**src/rtl/sbw_pkg.sv**
```systemverilog
package sbw_pkg;

    // Controller states
    typedef enum logic [1:0] {
        ST_OFF   = 2'd0,
        ST_WAIT  = 2'd1,
        ST_ALARM = 2'd2
    } sbw_state_e;

endpackage

```
**src/rtl/sbw_key_edge.sv**
```systemverilog
// Rising-edge detector for the ignition key level.
// The history register follows the input during reset, so a key that is
// already on when reset is released does not produce an event.
module sbw_key_edge (
    input  logic clk,
    input  logic rst,
    input  logic key_in,
    output logic key_rise
);

    logic key_prev;

    always_ff @(posedge clk) begin
        if (rst) begin
            key_prev <= key_in;
        end else begin
            key_prev <= key_in;
        end
    end

    assign key_rise = key_in & ~key_prev & ~rst;

endmodule

```
**src/rtl/sbw_sec_timer.sv**
```systemverilog
// Seconds counter: counts tick pulses while enabled, holds at the limit,
// clears when disabled or on reset.
module sbw_sec_timer #(
    parameter int unsigned LIMIT_S = 10,
    localparam int unsigned CW     = $clog2(LIMIT_S + 1)
) (
    input  logic          clk,
    input  logic          rst,
    input  logic          run,
    input  logic          sec_tick,
    output logic [CW-1:0] count
);

    localparam logic [CW-1:0] CMAX = CW'(LIMIT_S);

    always_ff @(posedge clk) begin
        if (rst || !run) begin
            count <= '0;
        end else if (sec_tick && (count != CMAX)) begin
            count <= count + 1'b1;
        end
    end

endmodule

```
**src/rtl/sbw_fsm.sv**
```systemverilog
// Three-state warning sequencer.
module sbw_fsm
    import sbw_pkg::*;
#(
    parameter int unsigned GRACE_S = 5,
    parameter int unsigned LIMIT_S = 10,
    localparam int unsigned CW     = $clog2(LIMIT_S + 1)
) (
    input  logic          clk,
    input  logic          rst,
    input  logic          key_rise,
    input  logic          key_in,
    input  logic          belt_in,
    input  logic [CW-1:0] count,
    output sbw_state_e    state,
    output logic          timer_run,
    output logic          alarm_out
);

    localparam logic [CW-1:0] GRACE_C = CW'(GRACE_S);
    localparam logic [CW-1:0] LIMIT_C = CW'(LIMIT_S);

    sbw_state_e state_nx;
    logic       cancel;
    logic       grace_done;
    logic       limit_done;

    assign cancel     = belt_in | ~key_in;
    assign grace_done = (count >= GRACE_C);
    assign limit_done = (count >= LIMIT_C);

    // Next-state logic
    always_comb begin
        state_nx = state;
        unique case (state)
            ST_OFF: begin
                if (key_rise) begin
                    state_nx = ST_WAIT;           // KEY_ON
                end
            end
            ST_WAIT: begin
                if (cancel) begin
                    state_nx = ST_OFF;            // WAIT_CANCEL (wins over expiry)
                end else if (grace_done) begin
                    state_nx = ST_ALARM;          // WAIT_EXPIRE
                end
            end
            ST_ALARM: begin
                if (cancel || limit_done) begin
                    state_nx = ST_OFF;            // ALARM_CANCEL / ALARM_TIMEOUT
                end
            end
            default: begin
                state_nx = ST_OFF;
            end
        endcase
    end

    // State register
    always_ff @(posedge clk) begin
        if (rst) begin
            state <= ST_OFF;
        end else begin
            state <= state_nx;
        end
    end

    // Output register: alarm level follows the state entered
    always_ff @(posedge clk) begin
        if (rst) begin
            alarm_out <= 1'b0;
        end else begin
            alarm_out <= (state_nx == ST_ALARM);
        end
    end

    assign timer_run = (state != ST_OFF);

endmodule

```
**src/rtl/seat_belt_warn.sv**
```systemverilog
module seat_belt_warn
    import sbw_pkg::*;
#(
    parameter int unsigned GRACE_S = 5,
    parameter int unsigned LIMIT_S = 10
) (
    input  logic clk,
    input  logic rst,
    input  logic key_in,
    input  logic belt_in,
    input  logic sec_tick,
    output logic alarm_out
);

    localparam int unsigned CW = $clog2(LIMIT_S + 1);

    logic          key_rise;
    logic          timer_run;
    logic [CW-1:0] count_w;
    sbw_state_e    state_w;

    sbw_key_edge u_edge (
        .clk      (clk),
        .rst      (rst),
        .key_in   (key_in),
        .key_rise (key_rise)
    );

    sbw_sec_timer #(.LIMIT_S(LIMIT_S)) u_timer (
        .clk      (clk),
        .rst      (rst),
        .run      (timer_run),
        .sec_tick (sec_tick),
        .count    (count_w)
    );

    sbw_fsm #(.GRACE_S(GRACE_S), .LIMIT_S(LIMIT_S)) u_fsm (
        .clk       (clk),
        .rst       (rst),
        .key_rise  (key_rise),
        .key_in    (key_in),
        .belt_in   (belt_in),
        .count     (count_w),
        .state     (state_w),
        .timer_run (timer_run),
        .alarm_out (alarm_out)
    );

endmodule

```
**config.mk**
```make
export PLATFORM = sky130hd
export DESIGN_NAME = seat_belt_warn
export DESIGN_NICKNAME = d
export VERILOG_FILES = /design/src/rtl/sbw_pkg.sv /design/src/rtl/sbw_key_edge.sv /design/src/rtl/sbw_sec_timer.sv /design/src/rtl/sbw_fsm.sv /design/src/rtl/seat_belt_warn.sv
export SDC_FILE = /design/constraint.sdc
export NUM_CORES = 1
export LEC_CHECK = 0
export CAP_MARGIN = 15
export CORE_AREA = 2 2 39 41
export CTS_BUF_LIST = sky130_fd_sc_hd__clkbuf_8
export DETAILED_ROUTE_END_ITERATION = 10
export DIE_AREA = 0 0 41 43
export GPL_ROUTABILITY_DRIVEN = 1
export HOLD_SLACK_MARGIN = 0.02
export PLACE_DENSITY = 0.62
export SLEW_MARGIN = 20
export SYNTH_ARGS = -nofsm -noshare
export SYNTH_HDL_FRONTEND = slang
export SYNTH_SLANG_ARGS = --single-unit
```
**constraint.sdc**
```tcl
create_clock -name clk -period 1.75 [get_ports clk]
set_clock_uncertainty 0.15 [all_clocks]
set_input_delay 0.2625 -clock clk [delete_from_list [all_inputs] [get_ports clk]]
set_output_delay 0.2625 -clock clk [all_outputs]
set_load 0.02 [all_outputs]
```
== After elaboration in Yosys (flattened, before gate mapping) ==
Index checks and enable logic that the tools add are counted.

* Memory bits (read-only): 0
* Input bits: 5
* RAM bits: 0
* Flip-flop bits (word level): 8
* Output and inout bits: 1
* Memories: 0
* Bits in latches: 0

* Mux-type cells: 5
* Add/subtract/negate cells: 1
* Div/mod/pow operators: 0
* Bitwise logic cells: 6
* Multiply operators: 0
* Reductions and logical operators: 6
* Eq/ne operators: 4
* Shift-type cells: 0
* $lt $le $gt $ge: 2

{| class="wikitable"
|+ Operators by type and width
! operator !! count
|-
| 2-bit 2-to-1 mux || 4
|-
| 2-bit one-hot mux with 3 select lines || 1
|-
| 4-bit by 1-bit adder with 4-bit output, second input constant || 1
|-
| 2-bit == test, second input constant || 2
|-
| 4-bit by 3-bit >= comparator with 1-bit output, second input constant || 1
|-
| 4-bit >= comparator, second input constant || 1
|-
| 4-bit inequality test, second input constant || 1
|-
| 1-bit NOT || 3
|-
| 1-bit AND || 2
|-
| 2-bit by 1-bit == test with 1-bit output, second input constant || 1
|-
| 2-bit zero test || 1
|-
| 1-bit logical OR || 2
|-
| 2-bit nonzero test || 1
|-
| 1-bit logical AND || 1
|-
| 1-bit zero test || 1
|-
| 1-bit bitwise OR || 1
|}

== Depth between registers and ports, before layout ==
Gate-level depths: netlist of run 1.

* Depth in word-level cells: 6
* Mapped depth: 5

== Hierarchy ==
Synthesis of run 1 repeated with hierarchy kept, for this count alone.

* Cells, all modules: 39
* Area, all modules: 369.1 µm²

{| class="wikitable"
|+ Modules (own cells, without submodules)
! module !! instances !! cells each !! area an instance (µm²) !! seq. area each (µm²)
|-
| sbw_sec_timer || 1 || 23 || 203.9 || 80.1
|-
| sbw_fsm || 1 || 14 || 132.6 || 60.1
|-
| sbw_key_edge || 1 || 2 || 32.5 || 20.0
|}

== Worst setup path before layout of run 1 ==
OpenSTA, ideal clock, no wires.

* Kind: register -> register
* Start: reg u_timer.count[0]
* End: reg u_timer.count[1]
* Data required time: 1.472 ns
* Period minus slack after synthesis: 1.304 ns
* Path slack: 0.446 ns
* Data arrival time: 1.027 ns
* Buffers on the path: 0
* Stages on the path, launching flop included: 6
* Path through: dfxtp_1 -> inv_1 -> ha_1 -> and3b_1 -> o21ai_0 -> a21oi_1

* Longest elaborated chain between the ends: 2
* Elaborated cells on any way between the ends: 3

{| class="wikitable"
|+ RTL lines
! element !! line !! RTL
|-
| from (decl) || sbw_sec_timer.sv:11 || <nowiki>output logic [CW-1:0] count</nowiki>
|-
| from (signal assigned) || sbw_sec_timer.sv:20 || <nowiki>count <= count + 1'b1;</nowiki>
|-
| parallel branches: the longest is 2 deep, another holds 4-bit by 1-bit adder with 4-bit output || -- ||
|}

Parallel ways; which one is timed is not known.
A chain may end at the register's enable or synchronous reset.

== Worst setup path in the final report of run 1 ==
* Start: reg u_fsm.alarm_out
* End: out alarm_out

{| class="wikitable"
|+ RTL lines
! element !! line !! RTL
|-
| from (decl) || sbw_fsm.sv:17 || <nowiki>output logic alarm_out</nowiki>
|-
| from (signal assigned) || sbw_fsm.sv:73 || <nowiki>alarm_out <= (state_nx == ST_ALARM);</nowiki>
|-
| to (decl) || seat_belt_warn.sv:12 || <nowiki>output logic alarm_out</nowiki>
|}

No word-level cell between the ends.

==> results.md, run 1 <==
* Per-cell routed wire length at 11.4 um
* Initial antenna violation count at 0
* TritonCTS Buffers at 3
* Commonest non-fill, non-tap cell in the layout: dfxtp_1
* Finished layout cell area at 518 sq um
* Final hold slack at 0.298 ns
* Total power density per cell area at 835 nW/um^2
* Number of cells produced by synthesis at 42
* Max-cap violation count at 0
* Final Worst Setup Slack at 0.225 ns
* Crit path capture type: output port
* Top-area cell type share of the netlist area at 39.4%
* Non-Filler Instances at 66
* Overall track demand over capacity in global routing at 11.7%
* Sum of negative setup slack at 0 ns
* Critical path buffer and inverter count at 1
* Top library cells by usage in the layout, fill and taps aside: dfxtp_1 (8), clkdlybuf4s50_1 (5), o21ai_0 (4), ha_1 (4)
* Post-route fraction of the period consumed by the critical path at 87.1%
* Worst slew pin tran at 0.360 ns
* Count of antenna-violating nets left after detailed routing at 0
* Standard-cell row count at 14
* Clock tree from TritonCTS: yes
* Die footprint at 1760 sq um
* Total of buffers placed on input and output ports at 5
* F_max at 656 MHz
* Max-Slew Margin vs Limit at 75.9%
* Area growth syn-to-layout at 27.4%
* Clock slew at the register clock pins of the worst setup and hold paths at 0.04 ns
* Final routed wirelength across all metal layers at 751 um
* Req. time, crit path at 1.34 ns
* Kind of path behind the tightest hold check: flip-flop to flip-flop
* Final hold violation count at 0
* Critical path start-end classification: flip-flop to output port
* Cell-by-cell listing of the critical path: clkdlybuf4s50_1
* Via count of the first global-routing pass at 301
* Count of boundary I/O pins at 6
* Post-synth cell types at 22
* Max stage delay cell, worst path: clkdlybuf4s50_1
* Total design power at 433 uW
* Number of vias per cell at 5.06
* Seq/Total Area, Yosys at 39.4%
* Fraction of final layout cells with drive strength greater than 1 at 10.0%
* Data arrival, critical path at 1.11 ns
* Core ar. at 1380 sq um
* Antenna diode count at 0
* Final weighted congestion in routability-driven placement at 0.706
* Overall via count from detail_route at 334
* CTS root buf: clkbuf_8
* Number of filler cells placed in the layout at 149
* Largest area contributor in the netlist: dfxtp_1
* Height of the die at 43 um
* First-pass GRT wire length at 1230 um
* Leakage power figure at 0.209 nW
* Grt met3 use at 9.42%
* Pin count of the biggest net entering global routing at 9
* Combined area of all synthesized cells at 407 sq um
* Effective utilization at floorplan at 29.4%
* Buffers inserted during post-CTS setup optimization at 0
* DRT iter0 DRCs at 5
* Clock net sink count at 8
* Pre-CTS setup slack at 0.216 ns
* Die Wd at 41 um
* Post-place instance area at 477 sq um
* Count of final setup violators at 0
* Most congested layer reported by global routing: met2
* Later-pin clock latency in the skew report at 0.23 ns
* Cell family with most CP delay: buffers and inverters
* Peak supply drop at 0.449 mV
* Unrepaired setup endpoints after global routing: false
* Post-CTS Resized at 0
* CTS Hold Bufs at 0
* Maximum fanout encountered on the critical timing path at 1
* HPWL after detailed placement at 543 um
* Final design utilization at 37.4%
* Largest cells by area after synthesis: dfxtp_1 (39%), ha_1 (12%), o21ai_0 (4.9%)
* Cell total after placement at 63
* Met2 usage in global routing at 15.3%
* H-tree depth at 1
* Delay contributed by the slowest stage of the critical path at 0.59 ns
* Flip-flop and latch count after synthesis at 8
* Number of design rule violations left after detail routing at 0
* Number of detailed-route iterations in the first pass at 4
* Nets at 61
* Element type at the critical path start: flip-flop
* Final-report max-slew violation count at 0
* Overflow left after global routing at 0
* Outcome: completed
* Number of warnings issued by yosys at 0
* Post-synthesis area per instance at 9.68 sq um
* Met1 Resource Use GR at 12.2%
* Net count after synthesis at 51
* Maximum clock path buffer count at 2
* Tmin final at 1.53 ns
## worst reg2reg max path, delay by kind of cell, from the launching register on
family / cells / cell delay [ns]
flip-flops: 1 / 0.40
adder cells (fa/ha/maj): 1 / 0.23
AO/OA/AOI/OAI: 2 / 0.22
AND/OR/NAND/NOR: 1 / 0.20
buffers and inverters: 1 / 0.10
## cells in the mapped netlist
master and n:
dfxtp_1 8, ha_1 4, o21ai_0 4, a21oi_1 3, inv_1 3, nand3_1 2, nand3b_1 2, nor2_1 2
a21o_1 1, a32oi_1 1, and3b_1 1, nand2_1 1, nand2b_1 1, nand4_1 1, nand4b_1 1, nor2b_1 1
nor3b_2 1, o21bai_1 1, o31ai_1 1, o32ai_2 1, or3b_1 1, xor2_1 1
## path summary, 6_finish.rpt
| check | from | end | slack, ns | cells after the start |
|---|---|---|---|---|
| setup / recovery | u_fsm.alarm_out | alarm_out | 0.22 | 1 |
| hold / removal | u_edge.key_prev | u_fsm.state[0] | 0.30 | 1 |
| setup reg to reg | u_timer.count[0] | u_timer.count[0] | 0.32 | 5 |
| hold reg to reg | u_edge.key_prev | u_fsm.state[0] | 0.30 | 1 |
## sequential cells by signal, indices dropped and copies added (netlist names)
| signal | flops |
|---|---|
| u_timer.count | 4 |
| u_fsm.alarm_out | 1 |
| u_edge.key_prev | 1 |
| u_fsm.state | 2 |
## metal layers
layer / up-vias / wire [um]
met5: - / 0
met4: 0 / 23
met3: 4 / 68
met1: 145 / 338
li1: 170 / -
met2: 15 / 321
## kinds of logic after synthesis
logic type      after synthesis  share of synthesized area [%]
flops                         8                           39.4
fa+ha+maj                     4                           12.3
compound gates               12                           20.3
simple gates                 14                           23.1
buf+inv                       3                           2.77
xor+xnor                      1                           2.15
## power by group
part	switching (mW)	internal, mW	total [mW]
Combinational	0.00839	0.0132	0.0216
Sequential	0.00247	0.186	0.189
Clock	0.0734	0.149	0.222
Total	0.0843	0.348	0.433
## cell type report
cell class	instances	area, sq um	area share [%]
Clock buffer	3	41.3	7.97
Inverter	3	11.3	2.17
Multi-Input combinational cell	31	235	45.4
Sequential cell	8	160	30.9
Tap cell	16	20.0	3.86
Timing Repair Buffer	5	50.0	9.66
Power figures use the tool's default switching activity.
==> inputs of run 2 (changes only) <==
==> constraint.sdc (replaced) <==
create_clock -name clk -period 1.95 [get_ports clk]
set_clock_uncertainty 0.15 [all_clocks]
set_input_delay 0.2925 -clock clk [delete_from_list [all_inputs] [get_ports clk]]
set_output_delay 0.2925 -clock clk [all_outputs]
set_load 0.02 [all_outputs]
==> results of run 2 <==
The final DEF is identical to that of run 1. Status: completed.
Main changes from that run: setup slack after placement 0.216 ns -> 0.386 ns; setup slack after layout 0.225 ns -> 0.395 ns; register-to-register setup slack 0.32 ns -> 0.52 ns; total power 0.433 mW -> 0.388 mW; worst IR drop on VDD 0.449 mV -> 0.403 mV
==> inputs of run 3 (changes only) <==
==> constraint.sdc (replaced) <==
create_clock -name clk -period 1.5 [get_ports clk]
set_clock_uncertainty 0.15 [all_clocks]
set_input_delay 0.225 -clock clk [delete_from_list [all_inputs] [get_ports clk]]
set_output_delay 0.225 -clock clk [all_outputs]
set_load 0.02 [all_outputs]
==> results.md, run 3 (same netlist as run 1, synthesis figures left out) <==
* Max-cap violation count at 0
* Fraction of final layout cells with drive strength greater than 1 at 11.8%
* Post-route fraction of the period consumed by the critical path at 89.7%
* DRT iter0 DRCs at 7
* Overflow left after global routing at 0
* Clock slew at the register clock pins of the worst setup and hold paths at 0.04 ns
* Reg with most FFs: u_timer.count
* Number of vias per cell at 4.91
* Final hold violation count at 0
* Total power density per cell area at 955 nW/um^2
* Biggest regs: u_timer.count (4), u_fsm.state (2)
* Commonest non-fill, non-tap cell in the layout: dfxtp_1
* Kind of path behind the tightest hold check: flip-flop to flip-flop
* Per-cell routed wire length at 10.9 um
* Standard-cell row count at 14
* Outcome: completed
* Crit path capture type: flip-flop
* Sum of negative setup slack at 0 ns
* F_max at 743 MHz
* Unrepaired setup endpoints after global routing: false
* Tmin final at 1.35 ns
* Nets at 62
* Max FFs per register at 4
* Number of design rule violations left after detail routing at 0
* Worst reg2reg endpoint: u_fsm.alarm_out
* Effective utilization at floorplan at 29.4%
* Peak supply drop at 0.531 mV
* Reg2reg setup slack at 0.15 ns
* Count of antenna-violating nets left after detailed routing at 0
* Count of final setup violators at 0
* Final-report max-slew violation count at 0
* Post-CTS Resized at 0
* CTS root buf: clkbuf_8
* Final routed wirelength across all metal layers at 730 um
* Final weighted congestion in routability-driven placement at 0.697
* CTS Hold Bufs at 0
* HPWL after detailed placement at 544 um
* Antenna diode count at 0
* Hold-critical path endpoint: u_fsm.state[0]
* Max-Slew Margin vs Limit at 77.4%
* H-tree depth at 1
* Clock net sink count at 8
* Total of buffers placed on input and output ports at 5
* Die Wd at 41 um
* Final design utilization at 38.2%
* Overall track demand over capacity in global routing at 11.3%
* Initial antenna violation count at 0
* Area growth syn-to-layout at 29.8%
* Element type at the critical path start: flip-flop
* Pin count of the biggest net entering global routing at 9
* Overall via count from detail_route at 329
* Leakage power figure at 0.233 nW
* Die footprint at 1760 sq um
* Via count of the first global-routing pass at 318
* Core ar. at 1380 sq um
* Height of the die at 43 um
* Maximum fanout encountered on the critical timing path at 6
* Count of boundary I/O pins at 6
* TritonCTS Buffers at 3
* Number of filler cells placed in the layout at 148
* Req. time, crit path at 1.46 ns
* Path depth of the worst reg2reg path at 5
* First-pass GRT wire length at 1250 um
* Data arrival, critical path at 1.30 ns
* Critical path start-end classification: flip-flop to flip-flop
* R2R Path Start: u_timer.count[1]
* Top library cells by usage in the layout, fill and taps aside: dfxtp_1 (8), o21ai_0 (4), ha_1 (4), clkdlybuf4s50_1 (4)
* Number of detailed-route iterations in the first pass at 2
* Buffers inserted during post-CTS setup optimization at 0
* Later-pin clock latency in the skew report at 0.23 ns
* Worst slew pin tran at 0.339 ns
* Number of instances on the worst hold path at 1
* Maximum clock path buffer count at 2
* Clock tree from TritonCTS: yes
* Critical hold path startpoint: u_edge.key_prev
[run 3: cell types whose count changed in the layout (fill, tap and decap cells not counted), sizes merged]
cell,change
clkdlybuf4s50,-1
buf,+1
dlymetal6s2s,+1
[run 3: critical path: stages (launching register included)]
cell and delay (ns):
dfxtp_1 0.41, inv_1 0.09, ha_1 0.17, nand2b_1 0.15, a21oi_1 0.16, o21ai_0 0.10
[run 3: power breakdown]
group          switching [mW]  internal [mW]  leakage, nW
Combinational          0.0104         0.0160        0.147
Sequential            0.00241          0.217       0.0650
Clock                  0.0845          0.174       0.0216
Total                  0.0973          0.407        0.233
[run 3: per-stage QoR]
step                      worst slack [ns]  hold WS [ns]  cells  total power [mW]  instance area (sq um)
after floorplan                      0.196         0.103     42             0.233                    407
after global placement              0.0190         0.294     64             0.249                    484
after detailed placement            0.0106         0.295     64             0.250                    484
after CTS                          0.00157         0.300     67             0.516                    526
after global routing                0.0255         0.319     67             0.531                    528
final                                0.155         0.295     67             0.504                    528
[run 3: final cells by class]
| cell class | instances | area, sq um | share of cell area [%] |
|---|---|---|---|
| clock buffer | 3 | 41.3 | 7.82 |
| inverter | 3 | 11.3 | 2.13 |
| multi-input combinational | 31 | 235 | 44.5 |
| sequential | 8 | 160 | 30.3 |
| tap | 16 | 20.0 | 3.79 |
| timing repair buffer | 6 | 60.1 | 11.4 |
[run 3: how the worst max path moves through the flow]
| stage | end | cells past startpoint | start |
|---|---|---|---|
| 2_1_floorplan | u_timer.count[1] | 5 | u_timer.count[0] |
| 3_3_place_gp | u_fsm.state[0] | 3 | key_in |
| 3_5_place_dp | u_fsm.state[0] | 3 | key_in |
| 4_1_cts | alarm_out | 1 | u_fsm.alarm_out |
| 6_report | u_fsm.alarm_out | 5 | u_timer.count[1] |
| 5_1_grt | u_fsm.alarm_out | 5 | u_timer.count[1] |
[run 3: routing by layer]
layer,part of all wire (%),global-route usage [%],wire [um]
met1,45,13.2,328
met2,43,14.7,315
met3,11,9.95,81
met4,0.55,4.00,4
met5,0,0,0
